### config.mk
export PLATFORM = sky130hd
export DESIGN_NAME = pgrd_seq
export DESIGN_NICKNAME = d
export VERILOG_FILES = /design/src/rtl/pgrd_pkg.sv /design/src/rtl/pgrd_page_track.sv /design/src/rtl/pgrd_strobe_timer.sv /design/src/rtl/pgrd_seq.sv
export SDC_FILE = /design/constraint.sdc
export NUM_CORES = 1
export LEC_CHECK = 0
export ABC_AREA = 1
export BUFFER_PORTS_ARGS = -buffer_cell sky130_fd_sc_hd__buf_2
export CAP_MARGIN = 20
export CORE_UTILIZATION = 45
export DETAILED_ROUTE_END_ITERATION = 7
export PLACE_DENSITY = 0.74
export SLEW_MARGIN = 20
export SYNTH_ARGS = -nofsm -noshare
export SYNTH_HDL_FRONTEND = slang
export SYNTH_SLANG_ARGS = --single-unit
### constraint.sdc
create_clock -name clk -period 3.61 [get_ports clk]
set_input_delay 0.722 -clock clk [delete_from_list [all_inputs] [get_ports clk]]
set_output_delay 0.722 -clock clk [all_outputs]
set_load 0.01 [all_outputs]
### src/rtl/pgrd_pkg.sv
package pgrd_pkg;

  typedef enum logic [1:0] {
    ST_IDLE   = 2'd0,
    ST_GAP    = 2'd1,
    ST_STROBE = 2'd2
  } seq_state_t;

  // bit index of the lowest page-number bit for a size code
  function automatic logic [2:0] page_lsb(input logic [1:0] sz);
    return 3'd2 + {1'b0, sz};
  endfunction

  // true when two byte addresses lie in the same page
  function automatic logic in_same_page(input logic [31:0] a,
                                        input logic [31:0] b,
                                        input logic [1:0]  sz);
    return (a >> page_lsb(sz)) == (b >> page_lsb(sz));
  endfunction

endpackage

### src/rtl/pgrd_page_track.sv
module pgrd_page_track #(
  parameter int ADDR_W = 24
) (
  input  logic              clk,
  input  logic              rst_n,
  input  logic              page_en,
  input  logic [1:0]        page_sz,
  input  logic [ADDR_W-1:0] probe_addr,
  input  logic              upd,
  input  logic [ADDR_W-1:0] upd_addr,
  output logic              open,
  output logic              hit
);
  import pgrd_pkg::*;

  logic [ADDR_W-1:0] tag_q;
  logic              valid_q;
  logic [1:0]        sz_q;
  logic              sz_moved;

  assign sz_moved = (page_sz != sz_q);

  always_ff @(posedge clk or negedge rst_n) begin
    if (!rst_n) begin
      valid_q <= 1'b0;
      tag_q   <= '0;
      sz_q    <= '0;
    end else begin
      sz_q <= page_sz;
      if (!page_en || sz_moved) begin
        valid_q <= 1'b0;
      end else if (upd) begin
        valid_q <= 1'b1;
        tag_q   <= upd_addr;
      end
    end
  end

  assign open = page_en && valid_q && !sz_moved;
  assign hit  = open && in_same_page(32'(probe_addr), 32'(tag_q), page_sz);

endmodule

### src/rtl/pgrd_strobe_timer.sv
module pgrd_strobe_timer #(
  parameter int TIME_W = 6
) (
  input  logic              clk,
  input  logic              rst_n,
  input  logic              load,
  input  logic [TIME_W-1:0] load_val,
  output logic              last
);
  logic [TIME_W-1:0] cnt_q;
  logic [TIME_W-1:0] eff_val;

  // a programmed zero behaves as a single cycle
  assign eff_val = (load_val == '0) ? TIME_W'(1) : load_val;

  always_ff @(posedge clk or negedge rst_n) begin
    if (!rst_n) begin
      cnt_q <= TIME_W'(1);
    end else if (load) begin
      cnt_q <= eff_val;
    end else if (cnt_q > TIME_W'(1)) begin
      cnt_q <= cnt_q - TIME_W'(1);
    end
  end

  assign last = (cnt_q == TIME_W'(1));

endmodule

### src/rtl/pgrd_seq.sv
module pgrd_seq #(
  parameter int ADDR_W = 24,
  parameter int DATA_W = 16,
  parameter int TIME_W = 6
) (
  input  logic              clk,
  input  logic              rst_n,
  input  logic              cfg_page_en,
  input  logic [1:0]        cfg_page_sz,
  input  logic              cfg_bus16,
  input  logic [TIME_W-1:0] cfg_first_cyc,
  input  logic [TIME_W-1:0] cfg_next_cyc,
  input  logic              req_valid,
  input  logic [ADDR_W-1:0] req_addr,
  output logic              req_ready,
  output logic              rsp_ack,
  output logic [DATA_W-1:0] rsp_data,
  output logic [ADDR_W-1:0] mem_addr,
  output logic              mem_cs_n,
  output logic              mem_rd_n,
  input  logic [DATA_W-1:0] mem_din
);
  import pgrd_pkg::*;

  localparam int LO_W = DATA_W / 2;

  seq_state_t        state_q, state_d;
  logic [ADDR_W-1:0] addr_q;
  logic              use_first_q;
  logic              accept;
  logic              page_open;
  logic              page_hit;
  logic              strobe_last;
  logic              strobe_end;
  logic              gap_now;
  logic              strobe_first;
  logic              tmr_load;
  logic [TIME_W-1:0] tmr_val;

  assign accept     = req_valid && (state_q == ST_IDLE);
  assign strobe_end = (state_q == ST_STROBE) && strobe_last;

  pgrd_page_track #(.ADDR_W(ADDR_W)) u_track (
    .clk        (clk),
    .rst_n      (rst_n),
    .page_en    (cfg_page_en),
    .page_sz    (cfg_page_sz),
    .probe_addr (req_addr),
    .upd        (strobe_end),
    .upd_addr   (addr_q),
    .open       (page_open),
    .hit        (page_hit)
  );

  pgrd_strobe_timer #(.TIME_W(TIME_W)) u_tmr (
    .clk      (clk),
    .rst_n    (rst_n),
    .load     (tmr_load),
    .load_val (tmr_val),
    .last     (strobe_last)
  );

  always_comb begin
    state_d  = state_q;
    tmr_load = 1'b0;
    tmr_val  = cfg_first_cyc;
    unique case (state_q)
      ST_IDLE: begin
        if (accept) begin
          if (page_hit) begin
            state_d  = ST_STROBE;
            tmr_load = 1'b1;
            tmr_val  = cfg_next_cyc;
          end else if (page_open) begin
            state_d  = ST_GAP;
          end else begin
            state_d  = ST_STROBE;
            tmr_load = 1'b1;
          end
        end
      end
      ST_GAP: begin
        state_d  = ST_STROBE;
        tmr_load = 1'b1;
      end
      ST_STROBE: begin
        if (strobe_last) state_d = ST_IDLE;
      end
      default: state_d = ST_IDLE;
    endcase
  end

  always_ff @(posedge clk or negedge rst_n) begin
    if (!rst_n) begin
      state_q     <= ST_IDLE;
      addr_q      <= '0;
      use_first_q <= 1'b1;
      rsp_ack     <= 1'b0;
      rsp_data    <= '0;
    end else begin
      state_q <= state_d;
      rsp_ack <= strobe_end;
      if (accept) begin
        addr_q      <= req_addr;
        use_first_q <= !page_hit;
      end
      if (strobe_end) begin
        rsp_data <= cfg_bus16 ? mem_din
                              : {{(DATA_W-LO_W){1'b0}}, mem_din[LO_W-1:0]};
      end
    end
  end

  assign gap_now      = (state_q == ST_GAP);
  assign strobe_first = use_first_q;

  assign req_ready = (state_q == ST_IDLE);
  assign mem_rd_n  = (state_q != ST_STROBE);
  assign mem_cs_n  = !((state_q == ST_STROBE) || ((state_q == ST_IDLE) && page_open));
  assign mem_addr  = {addr_q[ADDR_W-1:1], addr_q[0] & !cfg_bus16};

endmodule

; ---- Word level (Yosys, flattened, before mapping)
; Cells that the tools add are included.
[classes]
add_sub_neg = 2
magnitude_cmp = 1
eq_ne = 8
shifts = 2
muxes = 18
n_bitwise = 2
n_reduce_logical = 18
[op_table]
columns = cell, n
row1 = $shr A24 B3 Y32, 2
row2 = $mux W6, 6
row3 = $eq A32 B32 Y1, 1
row4 = $mux W16, 1
row5 = $mux W2, 4
row6 = $eq A6 B1 Y1 const B, 1
row7 = $gt A6 B1 Y1 const B, 1
row8 = $logic_and A1 B1 Y1, 6
row9 = $logic_not A6 Y1, 1
row10 = $pmux W2 S3, 1
row11 = $sub A6 B1 Y6 const B, 1
row12 = $mux W1, 5
row13 = $logic_not A1 Y1, 4
row14 = $ne A2 B2 Y1 const B, 2
row15 = $reduce_and A2 Y1, 2
row16 = $reduce_bool A2 Y1, 2
row17 = $add A2 B2 Y3 const A, 1
row18 = $eq A2 B1 Y1 const B, 1
row19 = $eq A2 B2 Y1 const B, 1
row20 = $logic_not A2 Y1, 1
row21 = $logic_or A1 B1 Y1, 2
row22 = $ne A2 B1 Y1 const B, 1
row23 = $ne A2 B2 Y1, 1
row24 = $pmux W1 S2, 1
row25 = other kinds (2), 2
[word_totals]
reg_bits = 76
inputBits = 59
output_inout_bits = 44
elab_cells = 59

; ---- Logic depth before layout (Yosys ltp)
[depth]
ltp_word = 10
mapped_depth = 16
ltp_nobuf = 16

; ---- Modules after synthesis
; From an unflattened synthesis, not the netlist that was laid out.
[unflattened]
hier_cells = 558
area_unflattened_um2 = 4130.2
[by_module_without_submodules]
columns = module, n_inst, cells_each, area_per_inst_um2, seq_area_each_um2
row1 = pgrd_seq, 1, 272, 2118.3, 1076.0
row2 = pgrd_page_track, 1, 220, 1557.7, 625.6
row3 = pgrd_strobe_timer, 1, 66, 454.2, 151.4

; ---- Least setup slack after synthesis
; OpenSTA, ideal clock, no wires.
[synth_timing]
kind = input port to output port
start = input port cfg_page_sz[0]
end = output port mem_cs_n
arrival_ns = 1.346
required_time_ns = 2.888
slack_ns = 1.542
stages = 6
n_path_buf = 0
path_cell_list = inv_2 -> nor2_1 -> nor3_2 -> nand2_2 -> o21ai_0 -> inv_1
[synth_between]
elab_chain_len = 6
[synth_lines]
columns = item, line_no
row1 = "start, declared", pgrd_seq.sv:9  ; input logic [1:0] cfg_page_sz,
row2 = $ne A2 B2 Y1, pgrd_page_track.sv:21  ; assign sz_moved = (page_sz != sz_q);
row3 = $logic_not A1 Y1, pgrd_page_track.sv:39  ; assign open = page_en && valid_q && !sz_moved;
row4 = $logic_and A1 B1 Y1, pgrd_page_track.sv:39
row5 = $logic_and A1 B1 Y1, pgrd_seq.sv:119  ; assign mem_cs_n = !((state_q == ST_STROBE) || ((state_q == ST_IDLE) && page_open));
row6 = $logic_or A1 B1 Y1, pgrd_seq.sv:119
row7 = $logic_not A1 Y1, pgrd_seq.sv:119
row8 = "end, declared", pgrd_seq.sv:19  ; output logic mem_cs_n,
; Every way passes these cells.

; ---- Worst setup path after layout
; Same ends and word-level chain as after synthesis.

==> impl_metrics.yaml <==
place:
  io_buffers: 102
  hpwl_microns: 6220
  dp_worst_setup_slack_ns: 1.20
  dp_cells: 681
  placed_cell_area_sq_um: 4240
  globalplace.congestion: 0.760
clocking:
  clockBufferDepth: 2
  cts_root_buf: "clkbuf_8"
  cts.sinks: 74
  clkLatencyLatePin_ns: 0.34
  h-tree-depth: 3
  cts_resized: 0
  holdBufCountCts: 0
  cts.clk_slew.worst_paths_ns: 0.09
  post-cts-setup-buffers: 0
  cts_buffers: 9
  cts_tree: "yes"
finish:
  n_fill_cell: 804
  diodes: 0
  postLayoutCoreUtil_pct: 54.5
  nets: 648
  multi_input_area_sq_um: 1430
  seqCellArea_sq_um: 1850
  area_delta_synth_final_pct: 17.5
  fin_cells: 697
  stdcell_area_sq_um: 4460
  drive_gt1_share_pct: 22.3
sta:
  rsz0062_at_grt: "no"
  skew_ns: 0.0106
  hold_ws_ns: 0.474
  setup_tns_ns: 0
  maxSlewViolCount: 0
  layout_min_cycle_time_ns: 2.41
  fin_ws_ns: 1.20
  setup_viol: 0
  finalHoldViolCount: 0
  post-route-period-util_pct: 66.6
  slew_headroom_pct: 37.0
  fmax_ghz: 0.416
  tightest_slew_ns: 0.945
routing:
  drc: 0
  dr_total_vias: 3311
  routed_wl_microns: 8570
  dr.pass1.iters: 4
  ant_nets: 0
  wl_per_cell_microns: 12.3
  vias_per_cell: 4.75
  drt_iter0_markers: 184
run_status:
  status: "finished, final reports clean"
floorplan:
  placementRows: 33
  num_io_pins: 103
  start_util_pct: 46.4
  fp.dieH_microns: 93.8
  core_area_sq_um: 8180
  dieArea_sq_um: 8800
  die_w_microns: 93.8
yosys:
  yosysWarnings: 0
  syn_area_sq_um: 3790
  netlist_instances: 507
  syn_nets: 568
  synth_seq_cells: 74
  seq_area_frac_synth_pct: 48.8
  synth_cell_type_count: 27
  syn_avg_cell_area_sq_um: 7.48
global_route:
  grt_use_total_pct: 21.0
  grt_pass1_wl_microns: 14400
  grt_max_degree: 75
  antenna_found_initial: 0
  grt_pass1_vias: 3216
  grt_overflow: 0
pwr:
  leakage_nw: 2.64
  p_seq_share_pct: 42.6
  finalPower_mw: 3.22
  internal_power_mw: 2.01
  clock_power_share_pct: 22.5
  irDropWorstVdd_mv: 0.341
  swShare_pct: 37.8
  p_comb_share_pct: 34.9
  power.density_nw_per_um2: 723
  switchingPower_mw: 1.22
setup_path:
  critPathLaunchType: "input pin"
  crit_arrival_ns: 1.68
  crit_fanout: 6
  worstSetupEndpointType: "output port"
  crit_required_ns: 2.89
  critPathKind: "in2out"
flow_run:
  drv.max_cap_violation_count: 0
min_path:
  hold_path_class: "reg2reg"
==> registers in the layout, summed over array words and instances (netlist names) <==
register / flops
rsp_ack: 1
u_tmr.cnt_q: 6
addr_q: 24
state_q: 2
rsp_data: 16
u_track.tag_q: 22
u_track.valid_q: 1
u_track.sz_q: 2
==> power by group through the flow <==
stage	Clock, mW	Combinational, mW	Sequential, mW
detailed placement	0	1.14	1.38
floorplan	0	0.843	1.38
global placement	0	1.09	1.37
CTS	0.743	1.14	1.37
global route	0.774	1.29	1.42
finish	0.725	1.13	1.37
==> worst max-delay path, cell delays in order <==
cell	delay, ns
buf_2	0.14
inv_2	0.09
nor2_1	0.05
nor3_2	0.20
nand2_2	0.12
o21ai_0	0.17
inv_1	0.05
buf_2	0.14
==> kinds of logic after synthesis <==
kind of cell             Yosys count  share of synthesized area [%]
buffers and inverters            112                           13.4
AO/OA/AOI/OAI                     57                           7.75
adder cells (fa/ha/maj)            2                          0.659
XOR/XNOR                           9                           2.08
flip-flops                        74                           48.8
AND/OR/NAND/NOR                  253                           27.3
==> synth_stat cells <==
| cell | instances | area [sq um] |
|---|---|---|
| o21ai_2 | 1 | 8.76 |
| xor2_1 | 4 | 35.0 |
| nor2_1 | 42 | 158 |
| a21oi_1 | 19 | 95.1 |
| clkbuf_1 | 11 | 41.3 |
| nand2_1 | 177 | 664 |
| nor2_2 | 1 | 6.26 |
| nand4_4 | 1 | 21.3 |
| o21ai_0 | 26 | 130 |
| xnor2_1 | 5 | 43.8 |
| clkinv_1 | 1 | 3.75 |
| inv_1 | 73 | 274 |
| nand3_1 | 21 | 105 |
| nor2_4 | 2 | 22.5 |
| o21bai_1 | 1 | 7.51 |
| nand2_2 | 2 | 12.5 |
| nor3_1 | 1 | 5.00 |
| o21ai_1 | 9 | 45.0 |
| dfstp_2 | 1 | 26.3 |
| o211ai_1 | 1 | 7.51 |
| dfrtp_1 | 73 | 1830 |
| buf_4 | 23 | 173 |
| ha_1 | 2 | 25.0 |
| inv_2 | 3 | 11.3 |
| nand4_1 | 5 | 31.3 |
| nor3_2 | 1 | 10.0 |
| buf_2 | 1 | 5.00 |
==> worst paths after layout <==
kind / end / slack, ns / startpoint / depth (start not counted)
setup reg to reg: u_track.tag_q[13] / 1.50 / u_tmr.cnt_q[0] / 9
hold / removal: rsp_data[7] / 0.47 / rsp_data[7] / 2
setup / recovery: mem_cs_n / 1.20 / cfg_page_sz[0] / 8
min in group asynchronous: addr_q[13] / 0.52 / rst_n / 1
hold reg to reg: rsp_data[7] / 0.47 / rsp_data[7] / 2
max in group asynchronous: u_tmr.cnt_q[2] / 2.48 / rst_n / 1
==> metal layers <==
| metal | share of wire, % | wire (microns) | vias up | track usage [%] |
|---|---|---|---|---|
| met1 | 44 | 3800 | 1539 | 26.2 |
| li1 | - | - | 1678 | - |
| met2 | 49 | 4180 | 77 | 35.1 |
| met3 | 4.8 | 412 | 17 | 3.96 |
| met4 | 2.0 | 172 | 0 | 9.36 |
| met5 | 0 | 0 | - | 0 |
==> cell type report <==
| cell class | instances | area share, % |
|---|---|---|
| tap | 105 | 2.95 |
| clock inverter | 7 | 2.22 |
| clock buffer | 9 | 2.78 |
| sequential | 74 | 41.6 |
| multi-input combinational | 321 | 32.2 |
| inverter | 77 | 6.48 |
| timing repair buffer | 104 | 11.8 |
==> placed cells by master, fill, tap and decap left out, drive strengths merged, types with 2 or more instances in the layout <==
cell type  netlist  routed
o21ai           36      36
xnor2            5       5
ha               2       2
clkbuf          11       9
nor3             2       2
nand4            6       6
nor2            45      45
bufinv           0       2
inv             76      78
nand3           21      21
xor2             4       4
nand2          179     179
clkinv           1       3
dfrtp           73      73
a21oi           19      19
buf             24     104
Power figures use the tool's default switching activity.
